==> config.mk <==
export PLATFORM = sky130hd
export DESIGN_NAME = wbr_top
export DESIGN_NICKNAME = d
export VERILOG_FILES = /design/src/rtl/wbr_pkg.sv /design/src/rtl/wbr_win_ctr.sv /design/src/rtl/wbr_lat_timer.sv /design/src/rtl/wbr_eow_flag.sv /design/src/rtl/wbr_top.sv
export SDC_FILE = /design/constraint.sdc
export NUM_CORES = 1
export LEC_CHECK = 0
export BUFFER_PORTS_ARGS = -buffer_cell sky130_fd_sc_hd__buf_2
export CAP_MARGIN = 25
export CORE_ASPECT_RATIO = 1.1
export CORE_UTILIZATION = 45
export DETAILED_ROUTE_END_ITERATION = 16
export HOLD_SLACK_MARGIN = 0.1
export PLACE_DENSITY = 0.79
export SETUP_SLACK_MARGIN = 0.4
export SLEW_MARGIN = 20
export SYNTH_ARGS = -nofsm -noshare
export SYNTH_HDL_FRONTEND = slang
export SYNTH_SLANG_ARGS = --single-unit
==> constraint.sdc <==
create_clock -name clk -period 2 [get_ports clk]
set_clock_uncertainty 0.1 [all_clocks]
set_input_delay 0.2 -clock clk [delete_from_list [all_inputs] [get_ports clk]]
set_output_delay 0.2 -clock clk [all_outputs]
set_load 0.1 [all_outputs]
==> src/rtl/wbr_pkg.sv <==
package wbr_pkg;
  localparam int ADDR_W = 20;
  localparam int WIN_W  = 5;
  localparam int BASE_W = ADDR_W - WIN_W;
  localparam int DATA_W = 16;

  typedef logic [WIN_W-1:0]  win_off_t;
  typedef logic [BASE_W-1:0] win_base_t;
  typedef logic [ADDR_W-1:0] waddr_t;
endpackage

==> src/rtl/wbr_win_ctr.sv <==
module wbr_win_ctr
  import wbr_pkg::*;
(
  input  logic      clk,
  input  logic      rst_n,
  input  logic      clr,
  input  logic      load_en,
  input  logic      adv_en,
  input  waddr_t    start,
  output win_base_t base_q,
  output win_off_t  off_q
);
  win_base_t base_d;
  win_off_t  off_d;
  logic      upd;

  always_comb begin
    base_d = base_q;
    off_d  = off_q;
    if (clr) begin
      base_d = '0;
      off_d  = '0;
    end else if (load_en) begin
      base_d = start[ADDR_W-1:WIN_W];
      off_d  = start[WIN_W-1:0];
    end else if (adv_en) begin
      off_d  = off_q + 1'b1;
    end
  end

  assign upd = clr | load_en | adv_en;

  always_ff @(posedge clk or negedge rst_n) begin
    if (!rst_n) begin
      base_q <= '0;
      off_q  <= '0;
    end else if (upd) begin
      base_q <= base_d;
      off_q  <= off_d;
    end
  end

  AST_WRAP_TO_ZERO: assert property (@(posedge clk) disable iff (!rst_n)
    (adv_en && !load_en && !clr && off_q == '1) |=> (off_q == '0));

  AST_BASE_FIXED: assert property (@(posedge clk) disable iff (!rst_n)
    (!load_en && !clr) |=> $stable(base_q));
endmodule

==> src/rtl/wbr_lat_timer.sv <==
module wbr_lat_timer #(
  parameter int INIT_LAT = 4
) (
  input  logic clk,
  input  logic rst_n,
  input  logic clr,
  input  logic start,
  output logic ready
);
  logic armed_q, armed_d;

  always_comb begin
    armed_d = armed_q;
    if (clr)        armed_d = 1'b0;
    else if (start) armed_d = 1'b1;
  end

  always_ff @(posedge clk or negedge rst_n) begin
    if (!rst_n)             armed_q <= 1'b0;
    else if (clr || start)  armed_q <= armed_d;
  end

  generate
    if (INIT_LAT == 0) begin : g_nowait
      assign ready = armed_q;
    end else begin : g_wait
      localparam int CNT_W = $clog2(INIT_LAT + 1);
      logic [CNT_W-1:0] cnt_q, cnt_d;
      logic             cnt_en;

      always_comb begin
        cnt_d = cnt_q;
        if (clr)                cnt_d = '0;
        else if (start)         cnt_d = CNT_W'(INIT_LAT);
        else if (cnt_q != '0)   cnt_d = cnt_q - 1'b1;
      end

      assign cnt_en = clr | start | (cnt_q != '0);

      always_ff @(posedge clk or negedge rst_n) begin
        if (!rst_n)      cnt_q <= '0;
        else if (cnt_en) cnt_q <= cnt_d;
      end

      assign ready = armed_q && (cnt_q == '0);

      AST_WAIT_AFTER_LOAD: assert property (@(posedge clk) disable iff (!rst_n)
        start |=> !ready);

      AST_COUNT_DOWN: assert property (@(posedge clk) disable iff (!rst_n)
        (!clr && !start && cnt_q != '0) |=> (cnt_q == $past(cnt_q) - 1'b1));
    end
  endgenerate
endmodule

==> src/rtl/wbr_eow_flag.sv <==
module wbr_eow_flag
  import wbr_pkg::*;
(
  input  logic     valid,
  input  win_off_t off,
  output logic     eow_n
);
  logic at_last;

  assign at_last = (off == '1);
  assign eow_n   = ~(valid & at_last);

  always_comb begin
    if (!eow_n) AST_EOW_NEEDS_VALID: assert (valid);
  end
endmodule

==> src/rtl/wbr_top.sv <==
module wbr_top
  import wbr_pkg::*;
#(
  parameter int INIT_LAT = 4
) (
  input  logic              clk,
  input  logic              rst_n,
  input  logic              burst_en,
  input  logic              load_n,
  input  logic              adv_n,
  input  logic [ADDR_W-1:0] addr_in,
  input  logic [DATA_W-1:0] rd_data,
  output logic [ADDR_W-1:0] arr_addr,
  output logic [DATA_W-1:0] dout,
  output logic              dvalid,
  output logic              eow_n
);
  logic      mode_q, mode_d;
  logic      clr, load_acc, adv_acc, ready;
  win_base_t base_q;
  win_off_t  off_q;

  assign mode_d = burst_en;

  always_ff @(posedge clk or negedge rst_n) begin
    if (!rst_n) mode_q <= 1'b0;
    else        mode_q <= mode_d;
  end

  assign clr      = ~mode_q;
  assign load_acc = mode_q & ~load_n;
  assign adv_acc  = mode_q & ready & ~adv_n & load_n;

  wbr_win_ctr u_ctr (
    .clk     (clk),
    .rst_n   (rst_n),
    .clr     (clr),
    .load_en (load_acc),
    .adv_en  (adv_acc),
    .start   (addr_in),
    .base_q  (base_q),
    .off_q   (off_q)
  );

  wbr_lat_timer #(.INIT_LAT(INIT_LAT)) u_lat (
    .clk   (clk),
    .rst_n (rst_n),
    .clr   (clr),
    .start (load_acc),
    .ready (ready)
  );

  assign dvalid = mode_q & ready;

  wbr_eow_flag u_eow (
    .valid (dvalid),
    .off   (off_q),
    .eow_n (eow_n)
  );

  assign arr_addr = mode_q ? {base_q, off_q} : addr_in;
  assign dout     = rd_data;

  AST_ASYNC_QUIET: assert property (@(posedge clk) disable iff (!rst_n)
    !mode_q |-> (!dvalid && eow_n));

  AST_HOLD_WORD: assert property (@(posedge clk) disable iff (!rst_n)
    (mode_q && burst_en && dvalid && load_n && adv_n) |=>
      ($stable(arr_addr) && $stable(eow_n)));

  AST_LOAD_WINS: assert property (@(posedge clk) disable iff (!rst_n)
    (mode_q && burst_en && !load_n) |=> (arr_addr == $past(addr_in)));
endmodule

-- Word-level counts from Yosys, hierarchy flattened
Index checks and enable logic that the tools add are counted.
- register bits after elaboration: 25
- bits in latches: 0
- RAM bits: 0
- memory bits (read-only): 0
- input port bits: 41
- output and inout bits: 38
- logic and storage cells: 42
- memories: 0
- $add $sub $neg: 2
- $mul: 0
- div/mod/pow operators: 0
- magnitude comparators: 0
- eq/ne operators: 4
- shifts and indexed selects: 0
- mux-type cells: 11
- bitwise gates (word level): 12
- reductions and logical operators: 8
- operators by type and width (cell ; count):
    15-bit 2-to-1 mux ; 2
    20-bit 2-to-1 mux ; 1
    5-bit 2-to-1 mux ; 3
    3-bit 2-to-1 mux ; 3
    2-bit AND reduction ; 4
    3-bit by 1-bit inequality test with 1-bit output (second input constant) ; 2
    5-bit by 1-bit adder with 5-bit output (second input constant) ; 1
    1-bit bitwise AND ; 5
    5-bit == test (second input constant) ; 1
    1-bit inverter ; 4
    3-bit zero test ; 1
    1-bit bitwise OR ; 3
    3-bit nonzero test ; 1
    3-bit by 1-bit subtractor with 3-bit output (second input constant) ; 1
    1-bit 2-to-1 mux ; 2
    2-bit by 1-bit inequality test with 1-bit output (second input constant) ; 1
    1-bit logical AND ; 1
    1-bit logical OR ; 1

-- Longest topological paths before layout
- depth after elaboration: 8
- mapped depth: 5
- mapped depth without buffers: 5

-- Hierarchy
From an unflattened synthesis, not the netlist that was laid out.
- cell total of the unflattened synthesis: 144
- area total of the unflattened synthesis: 1634.1 µm²
- by module, submodules not included (module ; times used ; cells each ; area each (µm²) ; sequential area each (µm²)):
    wbr_win_ctr ; 1 ; 77 ; 903.4 ; 500.5
    wbr_top ; 1 ; 44 ; 499.2 ; 25.0
    wbr_lat_timer ; 1 ; 21 ; 217.7 ; 100.1
    wbr_eow_flag ; 1 ; 2 ; 13.8 ; 0.0

-- Least setup slack after synthesis
No wires, ideal clock.
- kind: register to output
- from: reg u_lat.g_wait.cnt_q[0]
- to: out eow_n
- data arrival time: 2498 ps
- slack: -798 ps
- cell stages (with the launch flop): 6
- path buffers: 0
- path through: dfrtp_1 > inv_1 > ha_1 > and2b_2 > and3_1 > nand2_1
- cells in the longest elaborated chain, start to end: 5
- RTL lines (item ; line ; RTL):
    start, declared ; wbr_lat_timer.sv:28 ; logic [CNT_W-1:0] cnt_q, cnt_d;
    start signal, assigned ; wbr_lat_timer.sv:42 ; else if (cnt_en) cnt_q <= cnt_d;
    3-bit zero test ; wbr_lat_timer.sv:45 ; assign ready = armed_q && (cnt_q == '0);
    1-bit logical AND ; wbr_lat_timer.sv:45 ;
    1-bit bitwise AND ; wbr_top.sv:53 ; assign dvalid = mode_q & ready;
    net dvalid ; wbr_top.sv:15 ; output logic dvalid,
    1-bit bitwise AND ; wbr_eow_flag.sv:11 ; assign eow_n = ~(valid & at_last);
    1-bit inverter ; wbr_eow_flag.sv:11 ;
    end, declared ; wbr_top.sv:16 ; output logic eow_n
The timed path passes the listed nets, and every way through them passes these cells.

-- Worst setup path in the final report
- from: reg u_lat.g_wait.cnt_q[0]
- to: out eow_n
- cells in the longest elaborated chain, start to end: 5
- RTL lines (item ; line):
    3-bit zero test ; wbr_lat_timer.sv:45
    1-bit logical AND ; wbr_lat_timer.sv:45
    1-bit bitwise AND ; wbr_top.sv:53
    1-bit bitwise AND ; wbr_eow_flag.sv:11
    1-bit inverter ; wbr_eow_flag.sv:11
Every way passes these cells.

==> impl_metrics.env <==
export IMPL_syn_area_um2=1560
export IMPL_finalCriticalPeriod_ns=1.83
export IMPL_cts_root_buf="clkbuf_4"
export IMPL_path_clk_slew_ns=0.14
export IMPL_place_worst_setup_slack_ns=0.387
export IMPL_critical_path_reg2reg_startpoint="u_lat.g_wait.cnt_q[0]"
export IMPL_synthCells=142
export IMPL_yosys_warnings=0
export IMPL_final_common_cell="buf_2"
export IMPL_gp_congestion=0.703
export IMPL_n_fill_cell=216
export IMPL_slew_headroom=0.571
export IMPL_io_buffers=46
export IMPL_dieArea_um2=3700
export IMPL_grt_pass1_vias=1394
export IMPL_p_total_mw=1.54
export IMPL_antenna_diode_count=0
export IMPL_min_delay_path_depth=3
export IMPL_antenna_found_initial=0
export IMPL_grt_pass1_wl_um=5930
export IMPL_wl_per_cell_um=15.2
export IMPL_arrival_ns=1.53
export IMPL_clock_sinks=25
export IMPL_ff2ff_path_depth=7
export IMPL_leakage_nw=1.19
export IMPL_max_freq_mhz=546
export IMPL_critical_path_required_ns=1.70
export IMPL_grt_overflow_total=0
export IMPL_crit_path_end_kind="primary output"
export IMPL_drc=0
export IMPL_clk_latency_ns=0.31
export IMPL_worst_slack_ns=0.167
export IMPL_final_cell_mix="buf_2 (25), dfrtp_1 (24), buf_12 (23)"
export IMPL_ys_seq_elements=25
export IMPL_p_per_area_nw_per_um2=608
export IMPL_grtUsageTotal=0.201
export IMPL_wl_met3_um=186
export IMPL_drt_iter0_markers=42
export IMPL_yosysSeqAreaShare=0.402
export IMPL_postRouteAntennaNets=0
export IMPL_die_width_um=58.1
export IMPL_setup_violations=0
export IMPL_h_tree_depth=1
export IMPL_status="finished clean"
export IMPL_numCtsBuffers=3
export IMPL_hp_class="in -> reg"
export IMPL_finalSetupTns_ns=0
export IMPL_drive_above_1_share=0.488
export IMPL_via_count=1270
export IMPL_start_util=0.467
export IMPL_syn_to_final_growth_pct=62.6
export IMPL_row_count=22
export IMPL_critPathMaxFanout=2
export IMPL_grt_max_degree=29
export IMPL_vdd_ir_drop_max_v=0.000358
export IMPL_met2_length_um=2000
export IMPL_wl_met1_um=1570
export IMPL_rr_endpoint="u_ctr.off_q[3]"
export IMPL_first_pass_iters=4
export IMPL_post_route_period_util=0.916
export IMPL_synthDistinctLibCells=24
export IMPL_clk_path_buf_depth=2
export IMPL_hold_start="addr_in[2]"
export IMPL_regToRegSetupSlack_ns=0.38
export IMPL_crit_type="reg -> out"
export IMPL_synth_fp_nets=187
export IMPL_pin_count=79
export IMPL_die_y_um=63.7
export IMPL_cap_violations=0
export IMPL_startpoint_type="flip-flop"
export IMPL_rsz0062_at_grt="yes"
export IMPL_syn_avg_cell_area_um2=11.0
export IMPL_dp_hpwl_um=2260
export IMPL_top_layer_used="met4"
export IMPL_tightest_slew_ns=0.644
export IMPL_fin_util=0.760
export IMPL_final_hold_viol_count=0
export IMPL_min_to="u_ctr.off_q[2]"
export IMPL_core_um2=3330
export IMPL_cts_tree="done"
export IMPL_drt_wl_total_um=3800
export IMPL_viasPerCell=5.06
export IMPL_drv_slew=0
export IMPL_finalNetCount=249
==> layout make-up <==
cell class | count | area, µm² | area share
timing repair buffer | 81 | 925 | 0.365
tap | 48 | 60.1 | 0.0237
multi-input combinational | 89 | 875 | 0.346
clock buffer | 3 | 22.5 | 0.00890
sequential | 25 | 627 | 0.248
inverter | 4 | 15.0 | 0.00593
clock inverter | 1 | 7.51 | 0.00297
==> through the flow <==
stage | area, µm² | cells | hold WS (ns)
after floorplan | 1590 | 142 | -0.196
after global placement | 2060 | 214 | 0.114
after detailed placement | 2060 | 214 | 0.123
after CTS | 2390 | 245 | 0.104
after global routing | 2530 | 251 | 0.101
final | 2530 | 251 | 0.0997
==> power by group <==
group,internal (mW),switching [mW]
Sequential,0.538,0.0281
Clock,0.0762,0.154
Combinational,0.328,0.414
==> sequential cells by signal, indices dropped and copies added (netlist names) <==
| signal | flops |
|---|---|
| mode_q | 1 |
| u_ctr.base_q | 15 |
| u_lat.armed_q | 1 |
| u_lat.g_wait.cnt_q | 3 |
| u_ctr.off_q | 5 |
==> worst max path at each step <==
stage	depth (start not counted)	to	start	slack [ns]
after floorplan	5	eow_n	u_lat.g_wait.cnt_q[1]	0.32
after global placement	5	eow_n	u_ctr.off_q[0]	0.42
after detailed placement	5	eow_n	u_ctr.off_q[0]	0.39
after CTS	6	eow_n	u_lat.g_wait.cnt_q[1]	0.17
after global routing	6	eow_n	u_lat.g_wait.cnt_q[0]	0.10
final	6	eow_n	u_lat.g_wait.cnt_q[0]	0.17
==> synth_stat cells, drive strengths merged <==
library cell,count,area share
nand3,1,0.0032
nor2b,16,0.064
ha,4,0.032
a21boi,2,0.0096
clkbuf,2,0.0048
inv,4,0.0096
mux2,20,0.14
a211oi,1,0.0048
nor2,2,0.0048
buf,22,0.10
or3,2,0.0080
nand4bb,1,0.018
a31oi,4,0.016
and2b,1,0.0056
o21ai,7,0.023
and4bb,1,0.0080
a21oi,1,0.0032
dfrtp,25,0.40
mux2i,16,0.10
xnor2,2,0.011
nand2,6,0.014
and3,2,0.0080
==> repair_timing <==
action,CTS,global route
endpoints found under the hold margin,42,0
buffers inserted,8,4
pin swaps,1,2
hold buffers,18,0
cloned,1,2
gates resized for setup,14,16
endpoints found under the setup margin,22,24
==> worst max-delay path: stages, from the launching register on <==
cell     delay [ns]
dfrtp_1        0.42
inv_2          0.08
ha_4           0.13
and2b_2        0.14
and3_4         0.23
nand2_8        0.05
buf_12         0.16
==> cell families (layout without fill, tap and decap cells) <==
family	Yosys count	in the layout	synth area share
muxes	36	36	0.248
and+or+nand+nor	32	32	0.134
buffers and inverters	28	89	0.117
DFF	25	25	0.402
AOI/OAI and AO/OA	15	15	0.0563
adders and majority gates	4	4	0.0322
xor gates and xnor gates	2	2	0.0113
==> metal layers <==
metal / GRT usage / vias to the layer above
met5: 0 / -
met4: 0.0417 / 0
met3: 0.0411 / 8
met2: 0.366 / 52
met1: 0.239 / 613
li1: - / 597
No activity file was read; power rests on OpenSTA's default activity.
